`config.mk`:
```
export PLATFORM = sky130hd
export DESIGN_NAME = vlink_scrambler
export DESIGN_NICKNAME = d
export VERILOG_FILES = /design/src/rtl/vlink_scr_pkg.sv /design/src/rtl/vlink_scr_lane.sv /design/src/rtl/vlink_burst_ctrl.sv /design/src/rtl/vlink_scrambler.sv
export SDC_FILE = /design/constraint.sdc
export NUM_CORES = 1
export LEC_CHECK = 0
export ABC_AREA = 1
export ABC_CLOCK_PERIOD_IN_PS = 5000
export BUFFER_PORTS_ARGS = -buffer_cell sky130_fd_sc_hd__buf_2
export CAP_MARGIN = 10
export CELL_PAD_IN_SITES_DETAIL_PLACEMENT = 1
export CELL_PAD_IN_SITES_GLOBAL_PLACEMENT = 2
export CORE_UTILIZATION = 34
export DETAILED_ROUTE_END_ITERATION = 10
export HOLD_SLACK_MARGIN = 0.02
export PLACE_DENSITY_LB_ADDON = 0.1
export SLEW_MARGIN = 40
export SYNTH_ARGS = -nofsm -noshare
export SYNTH_HDL_FRONTEND = slang
export SYNTH_HIERARCHICAL = 1
export SYNTH_SLANG_ARGS = --single-unit
```
`constraint.sdc`:
```
create_clock -name clk -period 5 [get_ports clk]
set_clock_uncertainty 0.1 [all_clocks]
set_input_delay 1.5 -clock clk [delete_from_list [all_inputs] [get_ports clk]]
set_output_delay 1.5 -clock clk [all_outputs]
set_load 0.1 [all_outputs]
```
`src/rtl/vlink_scr_pkg.sv`:
```
package vlink_scr_pkg;
    localparam int CHAR_W = 8;
    localparam int LFSR_W = 16;

    typedef logic [LFSR_W-1:0] lfsr_t;
    typedef logic [CHAR_W-1:0] char_t;

    typedef enum logic [1:0] {
        PK_VIDEO  = 2'd0,
        PK_ISLAND = 2'd1,
        PK_GUARD  = 2'd2,
        PK_CTRL   = 2'd3
    } period_e;

    // One shift of the x^16+x^5+x^4+x^3+1 register, output at bit 15.
    function automatic lfsr_t lfsr_step(lfsr_t s);
        return {s[LFSR_W-2:0], s[15] ^ s[4] ^ s[3] ^ s[2]};
    endfunction
endpackage

```
`src/rtl/vlink_scr_lane.sv`:
```
module vlink_scr_lane
    import vlink_scr_pkg::*;
(
    input  lfsr_t state_q,
    input  char_t data_in,
    output char_t data_out,
    output lfsr_t state_adv
);
    always_comb begin
        lfsr_t s;
        s = state_q;
        for (int i = 0; i < CHAR_W; i++) begin
            data_out[i] = data_in[i] ^ s[LFSR_W-1];
            s = lfsr_step(s);
        end
        state_adv = s;
    end
endmodule

```
`src/rtl/vlink_burst_ctrl.sv`:
```
module vlink_burst_ctrl #(
    parameter int BURST_LEN = 8
) (
    input  logic clk,
    input  logic rst_n,
    input  logic scr_on,
    input  logic start_req,
    output logic in_burst
);
    localparam int CNT_W = (BURST_LEN > 1) ? $clog2(BURST_LEN) : 1;

    typedef struct packed {
        logic [CNT_W-1:0] cnt;
        logic             busy;
    } bst_t;

    bst_t st_d, st_q;

    always_comb begin
        logic accept;
        st_d     = st_q;
        accept   = start_req && !st_q.busy && (st_q.cnt == '0);
        in_burst = scr_on && ((st_q.cnt != '0) || accept);
        if (!scr_on)
            st_d.cnt = '0;
        else if (st_q.cnt != '0)
            st_d.cnt = st_q.cnt - 1'b1;
        else if (accept)
            st_d.cnt = CNT_W'(BURST_LEN - 1);
        else
            st_d.cnt = '0;
        st_d.busy = in_burst;
    end

    always_ff @(posedge clk) begin
        if (!rst_n) st_q <= '0;
        else        st_q <= st_d;
    end
endmodule

```
`src/rtl/vlink_scrambler.sv`:
```
module vlink_scrambler
    import vlink_scr_pkg::*;
#(
    parameter int LANES     = 3,
    parameter int BURST_LEN = 8
) (
    input  logic                    clk,
    input  logic                    rst_n,
    input  logic [LANES*CHAR_W-1:0] char_in,
    input  logic [1:0]              period_kind,
    input  logic                    high_rate,
    input  logic                    both_capable,
    input  logic                    sync_req,
    output logic [LANES*CHAR_W-1:0] char_out,
    output logic [LANES-1:0]        ucc_send
);
    localparam int DATA_W = LANES * CHAR_W;

    typedef struct packed {
        logic [LANES-1:0][LFSR_W-1:0] lfsr;
        logic [DATA_W-1:0]            data;
        logic [LANES-1:0]             ucc;
    } top_t;

    top_t st_d, st_q;

    logic [LANES-1:0][LFSR_W-1:0] seed_vec;
    logic [LANES-1:0][LFSR_W-1:0] adv_vec;
    logic [DATA_W-1:0]            scr_data;
    logic                         scr_on;
    logic                         in_burst;

    assign scr_on = high_rate || both_capable;

    for (genvar g = 0; g < LANES; g++) begin : g_lane
        localparam lfsr_t SEED = lfsr_t'({LFSR_W{1'b1}} - g);
        assign seed_vec[g] = SEED;
        vlink_scr_lane i_lane (
            .state_q  (st_q.lfsr[g]),
            .data_in  (char_in[g*CHAR_W +: CHAR_W]),
            .data_out (scr_data[g*CHAR_W +: CHAR_W]),
            .state_adv(adv_vec[g])
        );
    end

    vlink_burst_ctrl #(.BURST_LEN(BURST_LEN)) i_burst (
        .clk      (clk),
        .rst_n    (rst_n),
        .scr_on   (scr_on),
        .start_req(sync_req && (period_e'(period_kind) == PK_CTRL)),
        .in_burst (in_burst)
    );

    always_comb begin
        st_d = st_q;
        if (!scr_on) begin
            st_d.data = char_in;
            st_d.lfsr = seed_vec;
            st_d.ucc  = '0;
        end else if (in_burst) begin
            st_d.data = char_in;
            st_d.lfsr = seed_vec;
            st_d.ucc  = '1;
        end else begin
            st_d.data = scr_data;
            st_d.lfsr = adv_vec;
            st_d.ucc  = '0;
        end
    end

    always_ff @(posedge clk) begin
        if (!rst_n) begin
            st_q.lfsr <= seed_vec;
            st_q.data <= '0;
            st_q.ucc  <= '0;
        end else begin
            st_q <= st_d;
        end
    end

    assign char_out = st_q.data;
    assign ucc_send = st_q.ucc;
endmodule

```
==> summary.md <==
| Metric | Value |
|---|---|
| Status | `completed` |
| Max Root-Sink Buffers | `2` |
| WL final | `about 11000 um` |
| GRT Util Overall | `0.170` |
| Worst slew pin tran | `782 ps` |
| Filler Cells Inserted | `1811` |
| DRC Markers | `0` |
| Slew margin rel. | `0.475` |
| Post-Syn Instances | `739` |
| Final hold viol count | `0` |
| Post-route ant nets | `0` |
| Post-DP HPWL | `8730 um` |
| Hold WS | `309 ps` |
| CTS root buf | `clkbuf_16` |
| Min Tclk post-route | `about 3700 ps` |
| Simple-Gate Fraction of Synth Area | `0.381` |
| Post_cts resized | `0` |
| CTS HTree Levels | `3` |
| Layout cell share with drive strength beyond 1 | `0.149` |
| Power Total | `3.84 mW` |
| Crit-path cells | `buf_2 > inv_1 > nand2_1 > buf_4 > a21boi_0 > clkinv_1 > nand3_1 > nand2_1 > nor2_1` |
| First-pass iteration count of the detailed router | `4` |
| Worst Path Arrival | `3870 ps` |
| Cell area after synthesis | `4640 sq um` |
| Number of synthesized flops with an enable pin | `0` |
| Top-count cell post-synth | `nand2_1` |
| Mean number of vias per cell | `between 4 and 5` |
| Setup slack, reg-to-reg | `2160 ps` |
| Initial antenna violation count | `0` |
| Warnings, synthesis | `6` |
| Gpl congestion | `0.755` |
| Slowest-stage cell, CP | `clkinv_1` |
| Area Growth Syn to Fin | `7.63%` |
| Compound-Gate Fraction of Synth Area | `0.00593` |
| Io pins | `58` |
| First-pass GRT wire length | `18500 um` |
| Hold Startpoint | `st_q[50]` |
| Grt ovf | `0` |
| CP top delay family | `buffers and inverters` |
| Synth Area in Adders | `0.00539` |
| Synth cell count leaders | `296 x nand2_1, 121 x inv_1, 77 x dfxtp_1, 53 x buf_4, 52 x nor2_1` |
| Worst Hold Class | `register to register` |
| Vias in the first global route | `3958` |
| GR Util met2 | `0.309` |
| Skew-Pair Late Insertion Delay | `~340 ps` |
| Post-synthesis mux area share | `0` |
| Die area | `14100 sq um` |
| Ys flop type | `dfxtp_1` |
| RR Endpoint | `char_out[4]` |
| Crit-path max FO | `26` |
| Largest stage delay, worst path | `a little over 800 ps` |
| Number of core rows | `42` |
| Iter 0 DRT Violations | `125` |
| Largest net degree at the start of global routing | `47` |
| Postcts setup bufs | `0` |
| CTS Buf Count | `9` |
| CTS tree | `done` |
| Final max-slew violation count | `0` |
| Routing usage on met3 | `0.0417` |
| Main combinational cell family by area after synthesis | `simple AND/OR/NAND/NOR gates` |
| Maximum vdd drop | `0.270 mV` |
| Post-Synth XOR/XNOR Area | `0.0680` |
| I/O Buffers | `57` |
| Yosys cell types | `20` |
| Routed via count | `4013` |
| Setup crit start | `high_rate` |
| Antenna diodes | `0` |
| Syn avg cell area | `6.28 sq um` |
| Chip width | `119 um` |
| Number of setup violations in the final report | `0` |
| Flops & latches, synth | `77` |
| Worst r2r src | `i_burst/st_q[1]` |
| Biggest area consumer among synthesized cells | `dfxtp_1` |
| Worst Path Buf+Inv | `4` |
| Clk slew on worst S/H paths | `60 ps` |
| Met1 Usage GRT | `0.192` |
| Top cells by area, synth | `dfxtp_1 33%, nand2_1 24%, inv_1 9.8%, buf_4 8.6%, xor2_1 5.7%` |
| Max frequency | `between 200 and 300 MHz` |
| Die height | `119 um` |
| Number of cells on the critical path | `9` |
| DR WL/cell | `12.1 um` |
| Max-Cap Viols | `0` |
| Synth async-reset ratio | `0` |
| Crit path top cell by count | `nand2_1` |
| GR peak layer | `met2` |
| Nets | `778` |
| CP required | `5180 ps` |
| Critical path startpoint category | `primary input` |
| Setup TNS | `0 ps` |
| Sequential element share of the synthesized area | `0.332` |
| Power Dens Cells | `768 nW/um^2` |
| Hold-fix buffers, CTS | `0` |
| Crit. End Element | `register` |
| Core box area | `13300 sq um` |
| Synth Net Count | `slightly below 800` |
| Starting Density | `0.349` |
| Critical Setup Path Class | `primary input to register` |
| RSZ-0062 raised after global routing | `no` |
| R2R depth | `8` |
| Share of the synthesized area in the top cell type | `0.332` |
| Clock sink count | `77` |
| Worst Hold Path Cells | `2` |
| Final period util | `0.739` |
| Leak pwr | `roughly 3.0 nW` |
| Critical Path Sink | `char_out[4]` |
flip-flops by register name, indices dropped and copies added, names as in the netlist:
signal / count
i_burst/st_q: 4
char_out: 24
st_q: 48
ucc_send: 1
tightest hold or removal path, stage by stage (launching register included):
cell and delay [ps]:
dfxtp_1 300, inv_1 30, nand2_1 50
kinds of logic (layout without fill, tap and decap cells):
kind of cell	count (synthesis)	count (layout)
simple gates	427	427
flops	77	77
fa+ha+maj	2	2
xor+xnor	36	36
buf+inv	192	203
compound gates	5	5
cell type report:
| class | count | area, sq um | area share |
|---|---|---|---|
| multi-input combinational | 470 | 2140 | 0.428 |
| sequential | 77 | 1540 | 0.309 |
| inverter | 128 | 483 | 0.0967 |
| timing repair buffer | 59 | 300 | 0.0601 |
| clock buffer | 10 | 239 | 0.0479 |
| tap | 176 | 220 | 0.0441 |
| clock inverter | 6 | 72.6 | 0.0145 |
power by group:
| part | internal (mW) | switching (mW) |
|---|---|---|
| combinational | 0.611 | 1.63 |
| sequential | 0.787 | 0.127 |
| clock | 0.404 | 0.276 |
| total | 1.80 | 2.04 |
layer usage:
layer / wire, um / vias up
met5: 0 / -
met4: 132 / 0
met2: 5700 / 25
met1: 5170 / 1868
met3: 234 / 10
li1: - / 2110
worst min-delay path by stage:
stage,end
after floorplan,st_q[40]
after global placement,st_q[42]
after detailed placement,st_q[58]
after CTS,st_q[58]
after global routing,st_q[56]
final,st_q[58]
cell usage in the layout (no fill, tap or decap), types with 6 or more instances in the layout:
cell type,n
buf_2,57
clkbuf_16,9
dfxtp_1,77
inv_1,120
inv_2,6
nand2_1,296
nand2_2,24
nand3_1,48
nor2_1,52
xnor2_1,6
xor2_1,30
through the flow:
stage / instances / area, sq um / setup slack (ps) / util
6_report: 926 / 4990 / 1310 / 0.376
2_1_floorplan: 739 / 4640 / 2010 / -
5_1_grt: 926 / 4990 / 1120 / 0.376
4_1_cts: 926 / 4990 / 1680 / 0.376
3_5_place_dp: 910 / 4680 / 1320 / 0.352
3_3_place_gp: 910 / 4680 / 1490 / 0.352
No activity file was read; power rests on OpenSTA's default activity.
